## config.mk

```make
export PLATFORM = sky130hd
export DESIGN_NAME = fanguard_seq
export DESIGN_NICKNAME = d
export VERILOG_FILES = /design/src/rtl/fanguard_pkg.sv /design/src/rtl/fanguard_timer.sv /design/src/rtl/fanguard_fsm.sv /design/src/rtl/fanguard_seq.sv
export SDC_FILE = /design/constraint.sdc
export NUM_CORES = 1
export LEC_CHECK = 0
export BUFFER_PORTS_ARGS = -buffer_cell sky130_fd_sc_hd__buf_2
export CORE_AREA = 2 2 70 59
export DETAILED_ROUTE_END_ITERATION = 10
export DIE_AREA = 0 0 72 61
export SLEW_MARGIN = 20
export SYNTH_ARGS = -nofsm -noshare
export SYNTH_HDL_FRONTEND = slang
export SYNTH_HIERARCHICAL = 1
export SYNTH_SLANG_ARGS = --single-unit
```

## constraint.sdc

```tcl
create_clock -name clk -period 1.7 [get_ports clk]
set_clock_uncertainty 0.1 [all_clocks]
set_input_delay 0.255 -clock clk [delete_from_list [all_inputs] [get_ports clk]]
set_output_delay 0.255 -clock clk [all_outputs]
set_load 0.05 [all_outputs]
```

## src/rtl/fanguard_pkg.sv

```systemverilog
package fanguard_pkg;
    typedef enum logic [2:0] {
        ST_CHECK = 3'd0,
        ST_WAIT  = 3'd1,
        ST_COUNT = 3'd2,
        ST_FULL  = 3'd3,
        ST_RUN   = 3'd4
    } fg_state_t;
endpackage

```

## src/rtl/fanguard_timer.sv

```systemverilog
module fanguard_timer #(
    parameter int TICKS = 4600
) (
    input  logic clk,
    input  logic rst,
    input  logic run,
    input  logic tick,
    output logic expire
);
    localparam int CW = $clog2(TICKS + 1);

    logic [CW-1:0] cnt;

    // Countdown restarts from zero whenever it is not running
    always_ff @(posedge clk) begin
        if (rst || !run) begin
            cnt <= '0;
        end else if (tick && (cnt != CW'(TICKS - 1))) begin
            cnt <= cnt + 1'b1;
        end
    end

    assign expire = run && tick && (cnt == CW'(TICKS - 1));
endmodule

```

## src/rtl/fanguard_fsm.sv

```systemverilog
module fanguard_fsm
    import fanguard_pkg::*;
(
    input  logic clk,
    input  logic rst,
    input  logic rail_ok,
    input  logic bus_hit,
    input  logic expire,
    output logic count_en,
    output logic fan_full,
    output logic fans_off,
    output logic load_dflt,
    output logic run_normal
);
    fg_state_t state, nxt;

    always_ff @(posedge clk) begin
        if (rst) state <= ST_CHECK;
        else     state <= nxt;
    end

    always_comb begin
        nxt = state;
        unique case (state)
            ST_CHECK: begin
                if (bus_hit)      nxt = ST_RUN;
                else if (rail_ok) nxt = ST_COUNT;
                else              nxt = ST_WAIT;
            end
            ST_WAIT: begin
                if (bus_hit)      nxt = ST_RUN;
                else if (rail_ok) nxt = ST_COUNT;
            end
            ST_COUNT: begin
                // an access beats an expiring tick in the same cycle
                if (bus_hit)     nxt = ST_RUN;
                else if (expire) nxt = ST_FULL;
            end
            ST_FULL: begin
                if (bus_hit) nxt = ST_RUN;
            end
            ST_RUN:  nxt = ST_RUN;
            default: nxt = ST_CHECK;
        endcase
    end

    assign count_en = (state == ST_COUNT);

    always_ff @(posedge clk) begin
        if (rst) begin
            fan_full   <= 1'b0;
            fans_off   <= 1'b0;
            load_dflt  <= 1'b0;
            run_normal <= 1'b0;
        end else begin
            fan_full   <= (nxt == ST_FULL);
            fans_off   <= (state == ST_FULL) && (nxt == ST_RUN);
            load_dflt  <= (state != ST_RUN) && (nxt == ST_RUN);
            run_normal <= (nxt == ST_RUN);
        end
    end
endmodule

```

## src/rtl/fanguard_seq.sv

```systemverilog
module fanguard_seq #(
    parameter int TIMEOUT_US = 4_600_000,
    parameter int TICK_US    = 1000
) (
    input  logic clk,
    input  logic rst,
    input  logic rail_ok,
    input  logic bus_hit,
    input  logic tick,
    output logic fan_full,
    output logic fans_off,
    output logic load_dflt,
    output logic run_normal
);
    localparam int TICKS_RAW = TIMEOUT_US / TICK_US;
    localparam int TICKS     = (TICKS_RAW < 1) ? 1 : TICKS_RAW;

    logic count_en;
    logic expire;

    fanguard_timer #(.TICKS(TICKS)) u_timer (
        .clk    (clk),
        .rst    (rst),
        .run    (count_en),
        .tick   (tick),
        .expire (expire)
    );

    fanguard_fsm u_fsm (
        .clk        (clk),
        .rst        (rst),
        .rail_ok    (rail_ok),
        .bus_hit    (bus_hit),
        .expire     (expire),
        .count_en   (count_en),
        .fan_full   (fan_full),
        .fans_off   (fans_off),
        .load_dflt  (load_dflt),
        .run_normal (run_normal)
    );
endmodule

```

# Word-level counts from Yosys, hierarchy flattened
# Index checks and enable logic that the tools add are counted.
[totals]
register_bits = 20
latchBits = 0
mem_bits_rw = 0
rom_bits = 0
inputBits = 5
out_inout_bits = 4
wordCells = 32
n_memories = 0
[op_classes]
addsub = 1
mul = 0
n_div = 0
order_cmp = 0
n_eq_ne = 9
n_shift = 0
n_mux = 8
bitwise = 0
reduce_logical = 8
[op_table]
columns = ["op", "n"]
rows = [
  ["$mux 3", 6],
  ["$pmux 3 s5", 1],
  ["$add 13x1->13 const B", 1],
  ["$eq 13x13->1 const B", 1],
  ["$ne 13x13->1 const B", 1],
  ["$eq 3x2->1 const B", 3],
  ["$eq 3x3->1 const B", 2],
  ["$logic_and 1x1->1", 5],
  ["$eq 3x1->1 const B", 1],
  ["$logic_not 3->1", 1],
  ["$ne 3x3->1 const B", 1],
  ["$mux 2", 1],
  ["$logic_not 1->1", 1],
  ["$logic_or 1x1->1", 1],
]

# Longest topological paths before layout
# Gate-level depths: netlist of the first run.
[logic_depth]
ltp_word = 8
ltp_mapped = 6
ltp_nobuf = 6

# By module
# The synthesis of the first run kept the hierarchy.
[modules_own_cells]
columns = ["module", "instances", "cells_per_inst", "area_each_um2", "seq_area_each_um2"]
rows = [
  ["fanguard_timer", 1, 76, 661.9, 260.2],
  ["fanguard_fsm", 1, 20, 219.0, 140.1],
]

# Worst setup path after synthesis of the first run
# Ideal clock, no wire load.
[synth_path]
kind = "reg-to-reg"
from = "register u_timer.cnt[10]"
to = "register u_timer.cnt[3]"
setup_time_ns = 0.132
arrival_ns = 1.237
slack_ns = 0.230
path_stages_with_launch = 5
period_less_slack_ns = 1.470
path_cell_list = "dfxtp_1 or3_4 nor4_4 or3_2 a21oi_1"
[synth_between]
elab_chain_cells = 2
[synth_rtl]
columns = ["item", "line_no", "source"]
rows = [
  ["start, declared", "fanguard_timer.sv:12", "logic [CW-1:0] cnt;"],
  ["start signal, assigned", "fanguard_timer.sv:19", "cnt <= cnt + 1'b1;"],
  ["$ne 13x13->1", "fanguard_timer.sv:18", "end else if (tick && (cnt != CW'(TICKS - 1))) begin"],
  ["$logic_and 1x1->1", "fanguard_timer.sv:18", ""],
]
# No other way between the ends.
# A chain may end at the register's enable or synchronous reset.

# Worst setup path after layout of the first run
[layout_path]
from = "register u_timer.cnt[0]"
to = "register u_timer.cnt[3]"
[layout_between]
elab_chain_cells = 2
elab_cells_between_ends = 3
cone_classes = "add/sub (1); eq/ne (1); reduce/logical (1)"
[layout_rtl]
columns = ["item"]
rows = [
  ["branches (longest 2 deep; another with $add 13x1->13)"],
]
# Several ways; the timed one is not identified.

==> out/results.tsv, run 1 <==
metric	value	unit
status	completed	
worst_r2r_path_depth	6	
critPathTopFamily	simple AND/OR/NAND/NOR gates	
synthFlopType	dfxtp_1	
min_from	rst	
portBuffers	8	
n_antenna_cell	0	
synth_top_area_share	0.4545	
synth_warnings	6	
wl_per_cell	11.11	um
insertion_delay	0.25	ns
hpwl	1255	um
finalCritPeriodShare	0.9520	
total_power	828.9	uW
hold_viol_final	0	
grt_pass1_wl	2863	um
drive_gt1_frac	0.2037	
die_height	61	um
final-setup-viol-count	0	
rrSetupSlack	0.08	ns
dr.pass1.iters	4	
core	0.003679	mm^2
path_max_fanout	8	
worstPathRequired	1.78	ns
cts_buffer_depth	2	
ios	9	
cts_tree	done	
start_kind	flip-flop	
wirelength	1689	um
hold_depth	2	
reg2reg_from	u_timer/cnt[0]$_SDFFE_PP0P_	
timing.setup.tns	0	ns
cp-end-kind	flip-flop	
nets	116	
fmax	617.9	MHz
ctsHoldBuffers	0	
clkSinkCount	20	
start_util	0.2395	
critPathKind	flip-flop to flip-flop	
cts_made_buffers	3	
ys_ff_latch	20	
gr-total-overflow	0	
antenna_found_initial	0	
synthArstFlopShare	0	
crit_chain	ha_2 > inv_1 > nor4_4 > buf_4 > or3_2 > a21oi_1	
avgSynthCellArea	9.175	um^2
dr.first_iter.drc_count	39	
crit_arrival	1.70	ns
synth-edff-count	0	
rsz0062_at_grt	no	
period_needed	1.618	ns
num_rows	20	
num_vias	704	
p_per_area	801.1	mW/mm^2
yosysSeqAreaShare	0.4545	
grt_pass1_vias	634	
drc	0	
relSlewSlack	0.6568	
syn2layout_area_growth	17.47	%
final_core_utilization	0.2813	
hold_class	input pin to flip-flop	
leakagePower	0.3374	nW
nFillCells	385	
yosys-top-cells-count	dfxtp_1 (20), a21oi_1 (9), nor2_1 (8), nand4_1 (5), xnor2_1 (5)	
slowest_delay	0.44	ns
ant_nets	0	
clk_pin_slew_worst_paths	0.07	ns
die-area	0.004392	mm^2
synth.area.top_cells	dfxtp_1 (45%), a21oi_1 (5.1%), xnor2_1 (5.0%), nand4_1 (3.6%), nor2_1 (3.4%)	
yosysMostFrequentCell	dfxtp_1	
root_buffer	clkbuf_8	
critPathBufInv	2	
die_w	72	um
vias_per_cell	4.632	
grt.total_usage	0.08369	
routabilityCongestion	0.7789	
holdPathEnd	u_fsm/run_normal$_SDFF_PP0_	
finalMaxSlewViolations	0	
worst_pin_slew	0.5148	ns
synth_largest_area_cell	dfxtp_1	
cts_max_level	1	
syn_inst	96	
cap_violations	0	
syn_nets	102	
synth_area	880.8	um^2
rr_endpoint	u_timer/cnt[3]$_SDFFE_PP0P_	
synth_cell_types	30	
grt_max_degree	14	
slowest_stage	or3_2	
max-vdd-ir-drop	0.0002969	V
power by group:
part           internal [mW]  leakage [nW]  switching, mW
Combinational         0.0152         0.153         0.0314
Sequential             0.477         0.163        0.00500
Clock                  0.158        0.0216          0.143
Total                  0.649         0.337          0.180
timing repair:
| action | 4_1_cts | 5_1_grt |
|---|---|---|
| endpoints found under the hold margin | 0 | 0 |
| buffers inserted | 0 | 1 |
| resized for setup | 0 | 2 |
| endpoints found under the setup margin | 0 | 4 |
worst reg2reg max path: cells and delay by family (launching register included):
| kind | cells | cell delay (ns) |
|---|---|---|
| compound gates | 1 | 0.14 |
| buf+inv | 2 | 0.25 |
| flops | 1 | 0.35 |
| fa+ha+maj | 1 | 0.21 |
| simple gates | 2 | 0.49 |
how the worst max path moves through the flow:
stage | startpoint | endpoint | slack, ns | cells after the start
4_1_cts | u_timer/cnt[0]$_SDFFE_PP0P_ | u_timer/cnt[0]$_SDFFE_PP0P_ | 0.02 | 5
2_1_floorplan | u_timer/cnt[10]$_SDFFE_PP0P_ | u_timer/cnt[3]$_SDFFE_PP0P_ | 0.23 | 4
3_5_place_dp | u_timer/cnt[0]$_SDFFE_PP0P_ | u_timer/cnt[0]$_SDFFE_PP0P_ | 0.05 | 5
5_1_grt | u_timer/cnt[0]$_SDFFE_PP0P_ | u_timer/cnt[2]$_SDFFE_PP0P_ | 0.01 | 6
6_report | u_timer/cnt[0]$_SDFFE_PP0P_ | u_timer/cnt[3]$_SDFFE_PP0P_ | 0.08 | 6
3_3_place_gp | u_timer/cnt[0]$_SDFFE_PP0P_ | u_timer/cnt[0]$_SDFFE_PP0P_ | 0.1 | 5
registers in the layout, summed over array words and instances, names as in the netlist:
name / flops
u_fsm/fan_full: 1
u_fsm/fans_off: 1
u_fsm/load_dflt: 1
u_fsm/run_normal: 1
u_fsm/state: 3
u_timer/cnt: 13
area by class of cell:
type                            instances  area (um^2)  share of cell area
Tap cell                               44        55.05             0.05320
Sequential cell                        20        401.6              0.3882
Inverter                                3        11.26             0.01088
Multi-Input combinational cell         71        462.9              0.4474
Timing Repair Buffer                   11        62.56             0.06046
Clock buffer                            3        41.29             0.03990
routing by layer:
metal,GRT usage,vias to the layer above,part of all wire
met1,0.1129,319,0.51
li1,-,369,-
met5,0,-,0
met4,0.02426,0,0.0041
met3,0.02492,3,0.043
met2,0.1310,13,0.45
cell usage in the layout (no fill, tap or decap), types with 2 or more instances in the layout:
master    instances
dfxtp_1          19
a21oi_1           9
buf_2             8
nor2_1            8
nand4_1           5
xnor2_1           5
o21ai_0           4
nand2_1           4
nor3_1            4
clkbuf_8          3
or3_1             3
inv_1             3
o21ai_1           3
or3_2             3
buf_4             3
nor3b_1           2
nand2b_1          2
and3_1            2
nand4b_1          2
nor4_1            2
nand3_1           2
xor2_1            2
logic make-up after synthesis:
family | count (synthesis) | share of synthesized area
compound gates | 16 | 0.09090
xor+xnor | 7 | 0.06960
fa+ha+maj | 1 | 0.01420
buf+inv | 5 | 0.02272
flops | 20 | 0.4545
simple gates | 47 | 0.3480
through the flow:
| stage | cells | cell area [um^2] | hold slack (ns) | setup WS (ns) |
|---|---|---|---|---|
| after floorplan | 96 | 880.8 | 0.2241 | 0.2303 |
| after global placement | 148 | 982.2 | 0.3614 | 0.09971 |
| after detailed placement | 148 | 982.2 | 0.3718 | 0.04617 |
| after CTS | 151 | 1023 | 0.09679 | 0.02493 |
| after global routing | 152 | 1035 | 0.1000 | 0.01498 |
| final | 152 | 1035 | 0.1018 | 0.08160 |
No activity file was read; power rests on OpenSTA's default activity.
==> inputs of run 2 (changes only) <==
- clock period: 1.7 -> 1.5 ns (I/O delays scaled with it)
==> out/results.tsv, run 2 (synthesized netlist as in run 1, its figures left out) <==
metric	value	unit	change
timing.setup.tns	-0.09437	ns	-0.09437 ns
grt_pass1_wl	2932	um	+2.4%
start_util	0.2395		unchanged
ant_nets	0		unchanged
grt.total_usage	0.08700		+0.003315
cts_buffer_depth	2		unchanged
crit_arrival	1.61	ns	-0.09 ns
die_w	72	um	unchanged
ios	9		unchanged
reg_top3	u_timer/cnt: 13 flops, u_fsm/state: 3 flops		
leakagePower	0.3950	nW	+17%
setup_ws	-0.02591	ns	-0.1075 ns
cts_max_level	1		unchanged
grt_pass1_vias	664		+4.7%
fmax	655.3	MHz	+6.1%
slowest_stage	or3_2		
root_buffer	clkbuf_8		
top_register	u_timer/cnt		
portBuffers	8		unchanged
dp.cells	154		+4.1%
routabilityCongestion	0.7207		-7.5%
drc	0		unchanged
hold_viol_final	0		unchanged
hpwl	1299	um	+3.5%
violations	setup timing		
num_vias	760		+8.0%
instances_no_fill	161		+5.9%
num_rows	20		unchanged
crit_chain	ha_4 > inv_2 > nor4_4 > buf_4 > or3_2 > a21oi_2		
timing.hold.ws	0.06731	ns	-0.03446 ns
core	0.003679	mm^2	unchanged
critPathTopFamily	simple AND/OR/NAND/NOR gates		
dr.first_iter.drc_count	23		-41%
dr.pass1.iters	4		unchanged
largest_register_ffs	13		unchanged
hold_class	input pin to flip-flop		
p_per_area	973.8	mW/mm^2	+22%
total_power	1.123	mW	+36%
nFillCells	375		-2.6%
critPathBufInv	2		unchanged
start_kind	flip-flop		
die-area	0.004392	mm^2	unchanged
worst_pin_slew	0.5551	ns	+0.04038 ns
final_common_cell	dfxtp_1		
path_max_fanout	5		-3
worstPathRequired	1.58	ns	-0.20 ns
layout_common_cells	dfxtp_1 (18), buf_4 (11), buf_2 (8), nor2_1 (8), a21oi_1 (7)		
gr-total-overflow	0		unchanged
nets	124		+6.9%
clkSinkCount	20		unchanged
finalMaxSlewViolations	0		unchanged
status	finished, violations left		
syn2layout_area_growth	30.97	%	
cts_made_buffers	3		unchanged
antenna_found_initial	0		unchanged
insertion_delay	0.25	ns	about the same
clk_pin_slew_worst_paths	0.07	ns	about the same
max-vdd-ir-drop	0.0004480	V	+51%
period_needed	1.526	ns	-0.09249 ns
rsz0062_at_grt	yes		
finalCritPeriodShare	1.017		+0.06527
ctsHoldBuffers	0		unchanged
wirelength	1788	um	+5.9%
wl_per_cell	11.11	um	about the same
vias_per_cell	4.720		+1.9%
relSlewSlack	0.6299		-0.02692
critPathKind	flip-flop to flip-flop		
cap_violations	0		unchanged
cts_tree	done		
cp-end-kind	flip-flop		
slowest_delay	0.45	ns	about the same
final-setup-viol-count	5		+5
grt_max_degree	14		unchanged
n_antenna_cell	0		unchanged
die_height	61	um	unchanged
drive_gt1_frac	0.3162		+0.1125
==> run 2: routing by layer <==
layer  up-vias  part of all wire  global-route usage
li1        386                 -                   -
met1       356              0.45              0.1103
met2        16              0.49              0.1429
met3         2             0.054             0.02492
met4         0             0.012             0.03235
met5         -                 0                   0
==> run 2: layout make-up <==
type / count / area (um^2) / share of cell area
flip-flops and latches: 20 / 402.9 / 0.3492
multi-input cells: 71 / 490.5 / 0.4252
clock inverters: 1 / 30.03 / 0.02603
repair buffers: 19 / 122.6 / 0.1063
inverters: 3 / 11.26 / 0.009761
clock buffers: 3 / 41.29 / 0.03579
well taps: 44 / 55.05 / 0.04772
==> run 2: path summary, 6_finish.rpt <==
check        cells past startpoint  slack (ns)                           to                   startpoint
min                              2        0.07    u_fsm/state[2]$_SDFF_PP0_                          rst
max                              6       -0.03  u_timer/cnt[2]$_SDFFE_PP0P_  u_timer/cnt[1]$_SDFFE_PP0P_
max reg2reg                      6       -0.03  u_timer/cnt[2]$_SDFFE_PP0P_  u_timer/cnt[1]$_SDFFE_PP0P_
min reg2reg                      1        0.42   u_fsm/load_dflt$_SDFF_PP0_    u_fsm/state[2]$_SDFF_PP0_
==> run 2: where the power goes <==
part	total [mW]	internal [mW]	leakage [nW]	switching (mW)
logic	0.0528	0.0177	0.196	0.0351
registers	0.546	0.540	0.163	0.00570
clock network	0.525	0.356	0.0357	0.169
==> run 2: metrics by stage <==
step / area (um^2) / utilization / worst slack [ns]
floorplan: 880.8 / - / 0.03028
global placement: 1027 / 0.2793 / -0.02112
detailed placement: 1027 / 0.2793 / -0.05332
CTS: 1116 / 0.3034 / -0.07568
global route: 1154 / 0.3136 / -0.09631
finish: 1154 / 0.3136 / -0.02591
==> run 2: what timing repair did <==
action | in CTS | in global routing
pin swaps | 2 | 3
setup buffers | 2 | 1
resized for setup | 2 | 7
gates cloned | 0 | 0
setup endpoints to repair | 6 | 11
